### config.mk
export PLATFORM = sky130hd
export DESIGN_NAME = uart_word_port
export DESIGN_NICKNAME = d
export VERILOG_FILES = /design/src/rtl/uart_word_pkg.sv /design/src/rtl/uart_tick_gen.sv /design/src/rtl/uart_tx_engine.sv /design/src/rtl/uart_rx_engine.sv /design/src/rtl/uart_word_port.sv
export SDC_FILE = /design/constraint.sdc
export NUM_CORES = 1
export LEC_CHECK = 0
export ABC_CLOCK_PERIOD_IN_PS = 4500
export CORE_ASPECT_RATIO = 0.75
export CORE_MARGIN = 10
export CORE_UTILIZATION = 64
export DETAILED_ROUTE_END_ITERATION = 16
export DONT_BUFFER_PORTS = 1
export GPL_ROUTABILITY_DRIVEN = 0
export GPL_TIMING_DRIVEN = 0
export PLACE_DENSITY = 0.8
export SYNTH_ARGS = -nofsm -noshare
export SYNTH_HDL_FRONTEND = slang
export SYNTH_SLANG_ARGS = --single-unit
### constraint.sdc
create_clock -name clk -period 4.5 [get_ports clk]
set_clock_uncertainty 0.2 [all_clocks]
set_input_delay 1.35 -clock clk [delete_from_list [all_inputs] [get_ports clk]]
set_output_delay 1.35 -clock clk [all_outputs]
set_load 0.02 [all_outputs]
### src/rtl/uart_word_pkg.sv
package uart_word_pkg;
    typedef enum logic [1:0] {
        LN_IDLE  = 2'd0,
        LN_START = 2'd1,
        LN_DATA  = 2'd2,
        LN_STOP  = 2'd3
    } line_state_t;

    localparam int CHAR_BITS     = 8;
    localparam int TICKS_PER_BIT = 16;
    localparam int MID_TICK      = TICKS_PER_BIT / 2 - 1;

    localparam logic [3:0] IX_DATA = 4'd0;
    localparam logic [3:0] IX_IEN  = 4'd1;
    localparam logic [3:0] IX_IID  = 4'd2;
    localparam logic [3:0] IX_FCTL = 4'd3;
    localparam logic [3:0] IX_LMC  = 4'd4;
    localparam logic [3:0] IX_STAT = 4'd5;
    localparam logic [3:0] IX_MSTA = 4'd6;
    localparam logic [3:0] IX_DIV  = 4'd9;
endpackage

### src/rtl/uart_tick_gen.sv
module uart_tick_gen #(
    parameter int DIV_W = 16
) (
    input  logic             clk,
    input  logic             rst_n,
    input  logic [DIV_W-1:0] divisor,
    output logic             tick
);
    logic [DIV_W-1:0] cnt;
    logic             wrap;

    assign wrap = (cnt >= divisor - DIV_W'(1));
    assign tick = (divisor != '0) && wrap;

    always_ff @(posedge clk or negedge rst_n) begin
        if (!rst_n)                         cnt <= '0;
        else if (divisor == '0 || wrap)     cnt <= '0;
        else                                cnt <= cnt + DIV_W'(1);
    end
endmodule

### src/rtl/uart_tx_engine.sv
module uart_tx_engine
    import uart_word_pkg::*;
(
    input  logic                 clk,
    input  logic                 rst_n,
    input  logic                 tick,
    input  logic                 load,
    input  logic [CHAR_BITS-1:0] load_data,
    output logic                 busy,
    output logic                 txd
);
    localparam int BW = $clog2(CHAR_BITS);

    line_state_t          state;
    logic [3:0]           tcnt;
    logic [BW-1:0]        bitn;
    logic [CHAR_BITS-1:0] sh;
    logic                 bit_end;

    assign bit_end = (tcnt == 4'(TICKS_PER_BIT - 1));

    always_ff @(posedge clk or negedge rst_n) begin
        if (!rst_n) begin
            state <= LN_IDLE;
            tcnt  <= '0;
            bitn  <= '0;
            sh    <= '0;
        end else if (state == LN_IDLE) begin
            if (load) begin
                state <= LN_START;
                tcnt  <= '0;
                sh    <= load_data;
            end
        end else if (tick) begin
            tcnt <= bit_end ? 4'd0 : tcnt + 4'd1;
            unique case (state)
                LN_START: if (bit_end) begin
                    state <= LN_DATA;
                    bitn  <= '0;
                end
                LN_DATA: if (bit_end) begin
                    sh <= sh >> 1;
                    if (bitn == BW'(CHAR_BITS - 1)) state <= LN_STOP;
                    else                            bitn  <= bitn + BW'(1);
                end
                LN_STOP: if (bit_end) state <= LN_IDLE;
                default: state <= LN_IDLE;
            endcase
        end
    end

    always_comb begin
        busy = (state != LN_IDLE);
        unique case (state)
            LN_START: txd = 1'b0;
            LN_DATA:  txd = sh[0];
            default:  txd = 1'b1;
        endcase
    end

    p_tick_gates_tx_r3: assert property (@(posedge clk) disable iff (!rst_n)
        (state != LN_IDLE && !tick) |=> $stable(state));
    p_stop_high_r4: assert property (@(posedge clk) disable iff (!rst_n)
        (state == LN_DATA && tick && bit_end && bitn == BW'(CHAR_BITS - 1)) |=> txd);
endmodule

### src/rtl/uart_rx_engine.sv
module uart_rx_engine
    import uart_word_pkg::*;
(
    input  logic                 clk,
    input  logic                 rst_n,
    input  logic                 tick,
    input  logic                 rxd,
    output logic                 done,
    output logic [CHAR_BITS-1:0] data
);
    localparam int BW = $clog2(CHAR_BITS);

    line_state_t          state;
    logic [1:0]           sync;
    logic                 rx_s;
    logic [3:0]           rcnt;
    logic [BW-1:0]        bitn;
    logic [CHAR_BITS-1:0] sh;
    logic                 bit_end;
    logic                 mid;

    assign rx_s    = sync[1];
    assign bit_end = (rcnt == 4'(TICKS_PER_BIT - 1));
    assign mid     = (rcnt == 4'(MID_TICK));

    always_ff @(posedge clk or negedge rst_n) begin
        if (!rst_n) sync <= 2'b11;
        else        sync <= {sync[0], rxd};
    end

    always_ff @(posedge clk or negedge rst_n) begin
        if (!rst_n) begin
            state <= LN_IDLE;
            rcnt  <= '0;
            bitn  <= '0;
            sh    <= '0;
        end else if (state == LN_IDLE) begin
            if (!rx_s) begin
                state <= LN_START;
                rcnt  <= '0;
            end
        end else if (tick) begin
            unique case (state)
                LN_START: begin
                    if (mid) begin
                        rcnt  <= '0;
                        bitn  <= '0;
                        state <= rx_s ? LN_IDLE : LN_DATA;
                    end else rcnt <= rcnt + 4'd1;
                end
                LN_DATA: begin
                    rcnt <= bit_end ? 4'd0 : rcnt + 4'd1;
                    if (bit_end) begin
                        sh <= {rx_s, sh[CHAR_BITS-1:1]};
                        if (bitn == BW'(CHAR_BITS - 1)) state <= LN_STOP;
                        else                            bitn  <= bitn + BW'(1);
                    end
                end
                LN_STOP: begin
                    rcnt <= bit_end ? 4'd0 : rcnt + 4'd1;
                    if (bit_end) state <= LN_IDLE;
                end
                default: state <= LN_IDLE;
            endcase
        end
    end

    always_comb begin
        done = (state == LN_STOP) && tick && bit_end;
        data = sh;
    end

    p_false_start_r6: assert property (@(posedge clk) disable iff (!rst_n)
        (state == LN_START && tick && mid && rx_s) |=> (state == LN_IDLE));
endmodule

### src/rtl/uart_word_port.sv
module uart_word_port
    import uart_word_pkg::*;
#(
    parameter int DIV_W = 16
) (
    input  logic        clk,
    input  logic        rst_n,
    input  logic        bus_wr,
    input  logic        bus_rd,
    input  logic [5:0]  bus_addr,
    input  logic [31:0] bus_wdata,
    output logic [31:0] bus_rdata,
    output logic        txd,
    input  logic        rxd,
    output logic        irq
);
    logic [3:0]           idx;
    logic [DIV_W-1:0]     div_q;
    logic [7:0]           ien_q, fctl_q;
    logic [15:0]          lmc_q;
    logic [CHAR_BITS-1:0] thr, rbr, rx_data;
    logic                 thr_full, dr, oe;
    logic                 tick, tx_busy, tx_load, rx_done;
    logic                 rd_data, rd_stat, wr_data;
    logic [7:0]           iid, stat;
    logic                 unused_bits;

    assign idx         = bus_addr[5:2];
    assign rd_data     = bus_rd && idx == IX_DATA;
    assign rd_stat     = bus_rd && idx == IX_STAT;
    assign wr_data     = bus_wr && idx == IX_DATA;
    assign tx_load     = thr_full && !tx_busy;
    assign unused_bits = ^{bus_wdata[31:16], bus_addr[1:0]};

    uart_tick_gen #(.DIV_W(DIV_W)) u_tick (
        .clk(clk), .rst_n(rst_n), .divisor(div_q), .tick(tick)
    );
    uart_tx_engine u_tx (
        .clk(clk), .rst_n(rst_n), .tick(tick), .load(tx_load),
        .load_data(thr), .busy(tx_busy), .txd(txd)
    );
    uart_rx_engine u_rx (
        .clk(clk), .rst_n(rst_n), .tick(tick), .rxd(rxd),
        .done(rx_done), .data(rx_data)
    );

    always_ff @(posedge clk or negedge rst_n) begin
        if (!rst_n) begin
            div_q <= '0; ien_q <= '0; fctl_q <= '0; lmc_q <= '0;
            thr <= '0; thr_full <= 1'b0;
        end else begin
            if (bus_wr) begin
                unique case (idx)
                    IX_IEN:  ien_q  <= bus_wdata[7:0];
                    IX_FCTL: fctl_q <= bus_wdata[7:0];
                    IX_LMC:  lmc_q  <= bus_wdata[15:0];
                    IX_DIV:  div_q  <= bus_wdata[DIV_W-1:0];
                    default: ;
                endcase
            end
            if (wr_data && !thr_full) begin
                thr      <= bus_wdata[7:0];
                thr_full <= 1'b1;
            end else if (tx_load) begin
                thr_full <= 1'b0;
            end
        end
    end

    always_ff @(posedge clk or negedge rst_n) begin
        if (!rst_n) begin
            rbr <= '0; dr <= 1'b0; oe <= 1'b0;
        end else begin
            if (rx_done && dr && !rd_data) begin
                oe <= 1'b1;
            end else if (rx_done) begin
                rbr <= rx_data;
                dr  <= 1'b1;
                if (rd_stat) oe <= 1'b0;
            end else begin
                if (rd_data) dr <= 1'b0;
                if (rd_stat) oe <= 1'b0;
            end
        end
    end

    always_comb begin
        stat = {2'b00, !thr_full, 3'b000, oe, dr};
        if (ien_q[0] && dr)             iid = 8'h04;
        else if (ien_q[1] && !thr_full) iid = 8'h02;
        else                            iid = 8'h01;
        irq = (iid != 8'h01);
        unique case (idx)
            IX_DATA: bus_rdata = {24'h0, rbr};
            IX_IEN:  bus_rdata = {24'h0, ien_q};
            IX_IID:  bus_rdata = {24'h0, iid};
            IX_FCTL: bus_rdata = {24'h0, fctl_q};
            IX_LMC:  bus_rdata = {16'h0, lmc_q};
            IX_STAT: bus_rdata = {24'h0, stat};
            IX_MSTA: bus_rdata = 32'h0;
            IX_DIV:  bus_rdata = 32'(div_q);
            default: bus_rdata = 32'h0;
        endcase
    end

    p_full_hold_kept_r5: assert property (@(posedge clk) disable iff (!rst_n)
        (wr_data && thr_full) |=> $stable(thr));
    p_read_clears_r7: assert property (@(posedge clk) disable iff (!rst_n)
        (rd_data && !rx_done) |=> !dr);
    p_old_kept_r8: assert property (@(posedge clk) disable iff (!rst_n)
        (rx_done && dr && !rd_data) |=> (oe && $stable(rbr)));
    p_rx_priority_r9: assert property (@(posedge clk) disable iff (!rst_n)
        (dr && ien_q[0]) |-> (irq && iid == 8'h04));
endmodule

Word level (Yosys, flattened, before mapping):

Index checks and enable logic that the tools add are counted.

* flip-flop bits (word level): 119
* output and inout bits: 34

* reduce and logical (&&, ||, !) cells: 47
* mux-type cells: 51
* bitwise operators: 3
* equality and inequality tests: 34
* order comparisons: 1
* add/subtract/negate cells: 6

Operators with widths (count)
* 16-bit case mux with 7 select lines: 1
* 8-bit 2-to-1 mux: 5
* 4-bit 2-to-1 mux: 9
* 2-bit 2-to-1 mux: 16
* 3-bit by 1-bit inequality test with 1-bit output, second input constant: 8
* 6-bit AND reduction: 4
* 3-bit 2-to-1 mux: 7
* 2-bit nonzero test: 10
* 16-bit by 1-bit adder with 16-bit output, second input constant: 1
* 16-bit >= comparator: 1
* 16-bit logical NOT: 1
* 16-bit 2-to-1 mux: 1
* 16-bit nonzero test: 1
* 16-bit by 1-bit subtractor with 16-bit output, second input constant: 1
* 2-bit AND reduction: 7
* 4-bit by 3-bit == test with 1-bit output, second input constant: 3
* 4-bit == test, second input constant: 3
* 1-bit logical AND: 12
* 2-bit case mux with 3 select lines: 2
* 3-bit case mux with 2 select lines: 2
* 4-bit by 1-bit adder with 4-bit output, second input constant: 2
* 2-bit == test, second input constant: 4
* 4-bit by 2-bit == test with 1-bit output, second input constant: 2
* 2-bit by 1-bit inequality test with 1-bit output, second input constant: 4
* 18 further kinds: 35

Depth between registers and ports, before layout:

* depth in word-level cells: 9
* depth in mapped cells: 13

Hierarchy:

From an unflattened synthesis, not the netlist that was laid out.

* cells, all modules: 612
* area total of the unflattened synthesis: 6701.4 um^2

Modules (own cells, without submodules)
* uart_word_port: cells each 266, instances 1, seq. area each 1676.6 um^2, area each 3316.9 um^2
* uart_tick_gen: cells each 157, instances 1, seq. area each 400.4 um^2, area each 1371.3 um^2
* uart_tx_engine: cells each 103, instances 1, seq. area each 425.4 um^2, area each 1019.7 um^2
* uart_rx_engine: cells each 86, instances 1, seq. area each 478.0 um^2, area each 993.5 um^2

Worst setup path before layout:

No wires, ideal clock.

* kind: input-to-output
* start point: input port bus_addr[3]
* end point: output port bus_rdata[3]
* data required time: 2.950 ns
* cell stages on the path: 6
* path buffers: 2
* data arrival time: 2.712 ns
* path slack: 0.238 ns
* path through: clkbuf_1 -> nand2b_1 -> nor3b_2 -> clkbuf_1 -> a22oi_1 -> nand2_1

* word-level cells in the longest chain between the ends: 2

RTL lines
* start, declared: line uart_word_port.sv:10 `input logic [5:0] bus_addr,`
* 4-bit == test, or another cell as far along: line uart_word_port.sv:93 `unique case (idx)`
* 16-bit case mux with 7 select lines (*): line uart_word_port.sv:93
* end, declared: line uart_word_port.sv:12 `output logic [31:0] bus_rdata,`

Mark *: on every way between the ends. The rest lies on a longest branch, timed or not.

Final worst setup path:

Same ends and word-level chain as after synthesis.

==> metrics.md <==
| Metric | Value |
|---|---|
| Worst-Margin Slew | 915.8 ps |
| Area leader, netlist | dfrtp_1 |
| Yosys warnings | 0 |
| Hold buffers post-CTS | 0 |
| DRC Markers | 0 |
| Routed vias | 4725 |
| Post-synthesis adder-cell area fraction | 6.398% |
| Top FF cell, synth | dfrtp_1 |
| Cell mode on critical path | clkbuf_2 |
| Die Y | 107.0 um |
| Max stage delay cell, worst path | nand2b_1 |
| TritonCTS Buffers | 17 |
| Register area share after synthesis | 46.18% |
| Slew Limit Fails | 0 |
| Final Setup Violations | 0 |
| IO Count | 77 |
| Final period util | 96.79% |
| Final Hold Fails | 0 |
| Largest family of logic cells by synthesized area | multiplexers |
| Antenna cells | 0 |
| Area grow syn2layout | 13.65% |
| CP delay by family, top | simple AND/OR/NAND/NOR gates |
| Synth Area per Inst | 11.09 sq um |
| HP Class | flip-flop to flip-flop |
| Startpoint Class | primary input |
| Leak | 0.003390 uW |
| Initial antenna violation count | 0 |
| # H-tree levels | 4 |
| Post-synthesis compound-gate area fraction | 10.80% |
| Worst VDD drop | 0.0003731 V |
| Fmax | 229.6 MHz |
| Grt total ovfl | 0 |
| Overall Power | 3321 uW |
| Die W | 136.0 um |
| Nets | 696 |
| Post-DP HPWL | 10450 um |
| Setup_tns | 0 ps |
| Post-place setup slack | -325.1 ps |
| Layout cells sized above 1 | 23.70% |
| CP Capture Type | primary output |
| P per Cell Area | 452.9 mW/mm^2 |
| Clk Latency, worst-skew pair | 410 ps |
| Post-Synth XOR/XNOR Area | 3.936% |
| Crit path required time | 2950 ps |
| Largest net degree at the start of global routing | 120 |
| Crit-path cells | clkbuf_2, nand2b_1, nor3b_4, clkbuf_2, a22oi_1, nand2_1 |
| Crit Path Max Fanout | 10 |
| Number of global-route vias before repair | 4716 |
| WL/cell | 19.93 um |
| Minimum clock period | 4356 ps |
| Synth area leaders | dfrtp_1 45%, mux2_2 13%, ha_1 6.4% |
| Clock transition at the registers of the reported paths | 60 ps |
| Worst EP arrival | 2810 ps |
| Core footprint | 0.009736 sq mm |
| EDFF count, synth | 0 |
| Die area | 0.01454 sq mm |
| Outcome | complete, no violations |
| Mapped Cells | 582 |
| Post-route worst setup slack | 144.3 ps |
| Drt total wl | 15250 um |
| Worst hold margin | 159.0 ps |
| PortBufs | 0 |
| Clock buffer depth | 2 |
| First-pass GRT wire length | 24550 um |
| Multiplexer share of the synthesized area | 15.47% |
| Drt pass-1 iters | 7 |
| Synth unique cells | 68 |
| Synth async-reset ratio | 100.0% |
| RSZ-0062 raised after global routing | no |
| Post-synthesis cell area | 0.006454 sq mm |
| Root Driver | clkbuf_16 |
| Worst path bufs/invs | 2 |
| Largest stage delay, worst path | 310 ps |
| Routed vias/inst | 6.176 |
| #FFs+latches synth | 119 |
| Max Cap Viol | 0 |
| Max transition margin | 38.30% |
| Area share of the largest cell type after synthesis | 45.37% |
| Antenna Nets Post-Route | 0 |
| DRT iter0 DRCs | 483 |
| Clk sinks | 119 |
| Site Rows | 31 |
| CTS tree | built |
| Simple-gate area share of the yosys netlist | 13.03% |
| Total track usage | 21.13% |
| Starting density of the core | 66.29% |
| Worst Path Class, Setup | primary input to primary output |
-- repair_timing --
action / in CTS / in global routing
gates resized for setup: 6 / 4
gates cloned: 0 / 0
endpoints found under the setup margin: 16 / 34
buffers inserted: 1 / 3
pin swaps: 2 / 3
-- per-stage QoR --
stage	instances	utilization, %	instance area [sq um]
after floorplan	597	-	6510
after global placement	729	68.56	6675
after detailed placement	729	68.56	6675
after CTS	762	74.89	7291
after global routing	765	75.34	7335
final	765	75.34	7335
-- report_power, final --
group,switching [uW],internal (uW)
Sequential,190,1240
Clock,507,818
Combinational,289,275
Total,986,2340
-- path summary, 6_finish.rpt --
| kind | start | end | slack, ps | cells past startpoint |
|---|---|---|---|---|
| worst max-delay path | bus_addr[3] | bus_rdata[3] | 140 | 6 |
| worst min-delay path | u_rx.sync[0] | u_rx.sync[1] | 160 | 0 |
| worst max register to register | div_q[4] | u_rx.data[6] | 200 | 12 |
| worst min register to register | u_rx.sync[0] | u_rx.sync[1] | 160 | 0 |
| max in group asynchronous | rst_n | u_rx.sync[1] | 3410 | 0 |
| min in group asynchronous | rst_n | u_tx.sh[7] | 430 | 0 |
-- layout make-up --
class / count / area [sq um]
Timing Repair Buffer: 4 / 42.54
Clock buffer: 18 / 429.2
Tap cell: 132 / 165.2
Sequential cell: 119 / 2980
Fill cell: 647 / 2401
Multi-Input combinational cell: 424 / 3299
Inverter: 22 / 82.58
Buffer: 32 / 187.7
Clock inverter: 14 / 147.6
-- per-layer routing --
metal	global-route usage, %	routed length [um]	share of wire, %
met1	27.09	6639	44
met2	32.48	7135	47
met3	7.509	1189	7.8
met4	7.511	285	1.9
met5	0	0	0
-- worst reg2reg max path: cells and delay by family, from the launching register on --
kind	cells	cell delay (ps)
muxes	1	400
adders and majority gates	1	300
and+or+nand+nor	7	2150
AOI/OAI and AO/OA	2	520
DFF	1	450
xor gates and xnor gates	1	170
-- cell usage in the layout (no fill, tap or decap), drive strengths merged, types with 10 or more instances in the layout --
| cell | netlist | layout |
|---|---|---|
| conb | 1 | 16 |
| clkbuf | 11 | 29 |
| mux2i | 15 | 15 |
| mux2 | 75 | 75 |
| o21ai | 18 | 18 |
| nand2 | 38 | 38 |
| nor3 | 12 | 12 |
| inv | 21 | 25 |
| dfrtp | 117 | 117 |
| nand3 | 22 | 22 |
| a21oi | 15 | 15 |
| xnor2 | 19 | 19 |
| nor2 | 44 | 44 |
| xor2 | 10 | 10 |
| buf | 21 | 25 |
| ha | 33 | 33 |
-- cells in the mapped netlist (all sizes together) (3+ instances only) --
library cell and instances:
nand2 38, a222oi 5, ha 33, inv 21, xor2 10, dfrtp 117
a211oi 6, nor3 12, buf 21, o21ai 18, a22oi 9, nand2b 3
mux2i 15, or3 3, nand4 9, a22o 8, mux2 75, and3 6
o21a 3, a21oi 15, clkbuf 11, o31ai 3, nor2b 9, a21o 3
nand3 22, and2 4, xnor2 19, nor2 44
-- flip-flops by register name, summed over array words and instances (netlist names), 3 cells and up --
register,flops
ien_q,8
lmc_q,16
fctl_q,8
u_tx.tcnt,4
div_q,16
thr,8
u_rx.rcnt,4
u_rx.data,8
u_rx.bitn,3
u_tick.cnt,16
u_tx.sh,8
u_tx.bitn,3
rbr,8
-- cells by family after synthesis --
group / Yosys count
flops: 119
compound gates: 94
buf+inv: 54
xor+xnor: 29
fa+ha+maj: 33
simple gates: 162
other cells: 1
mux: 90
Note: power is estimated with default switching activity, not from simulation.
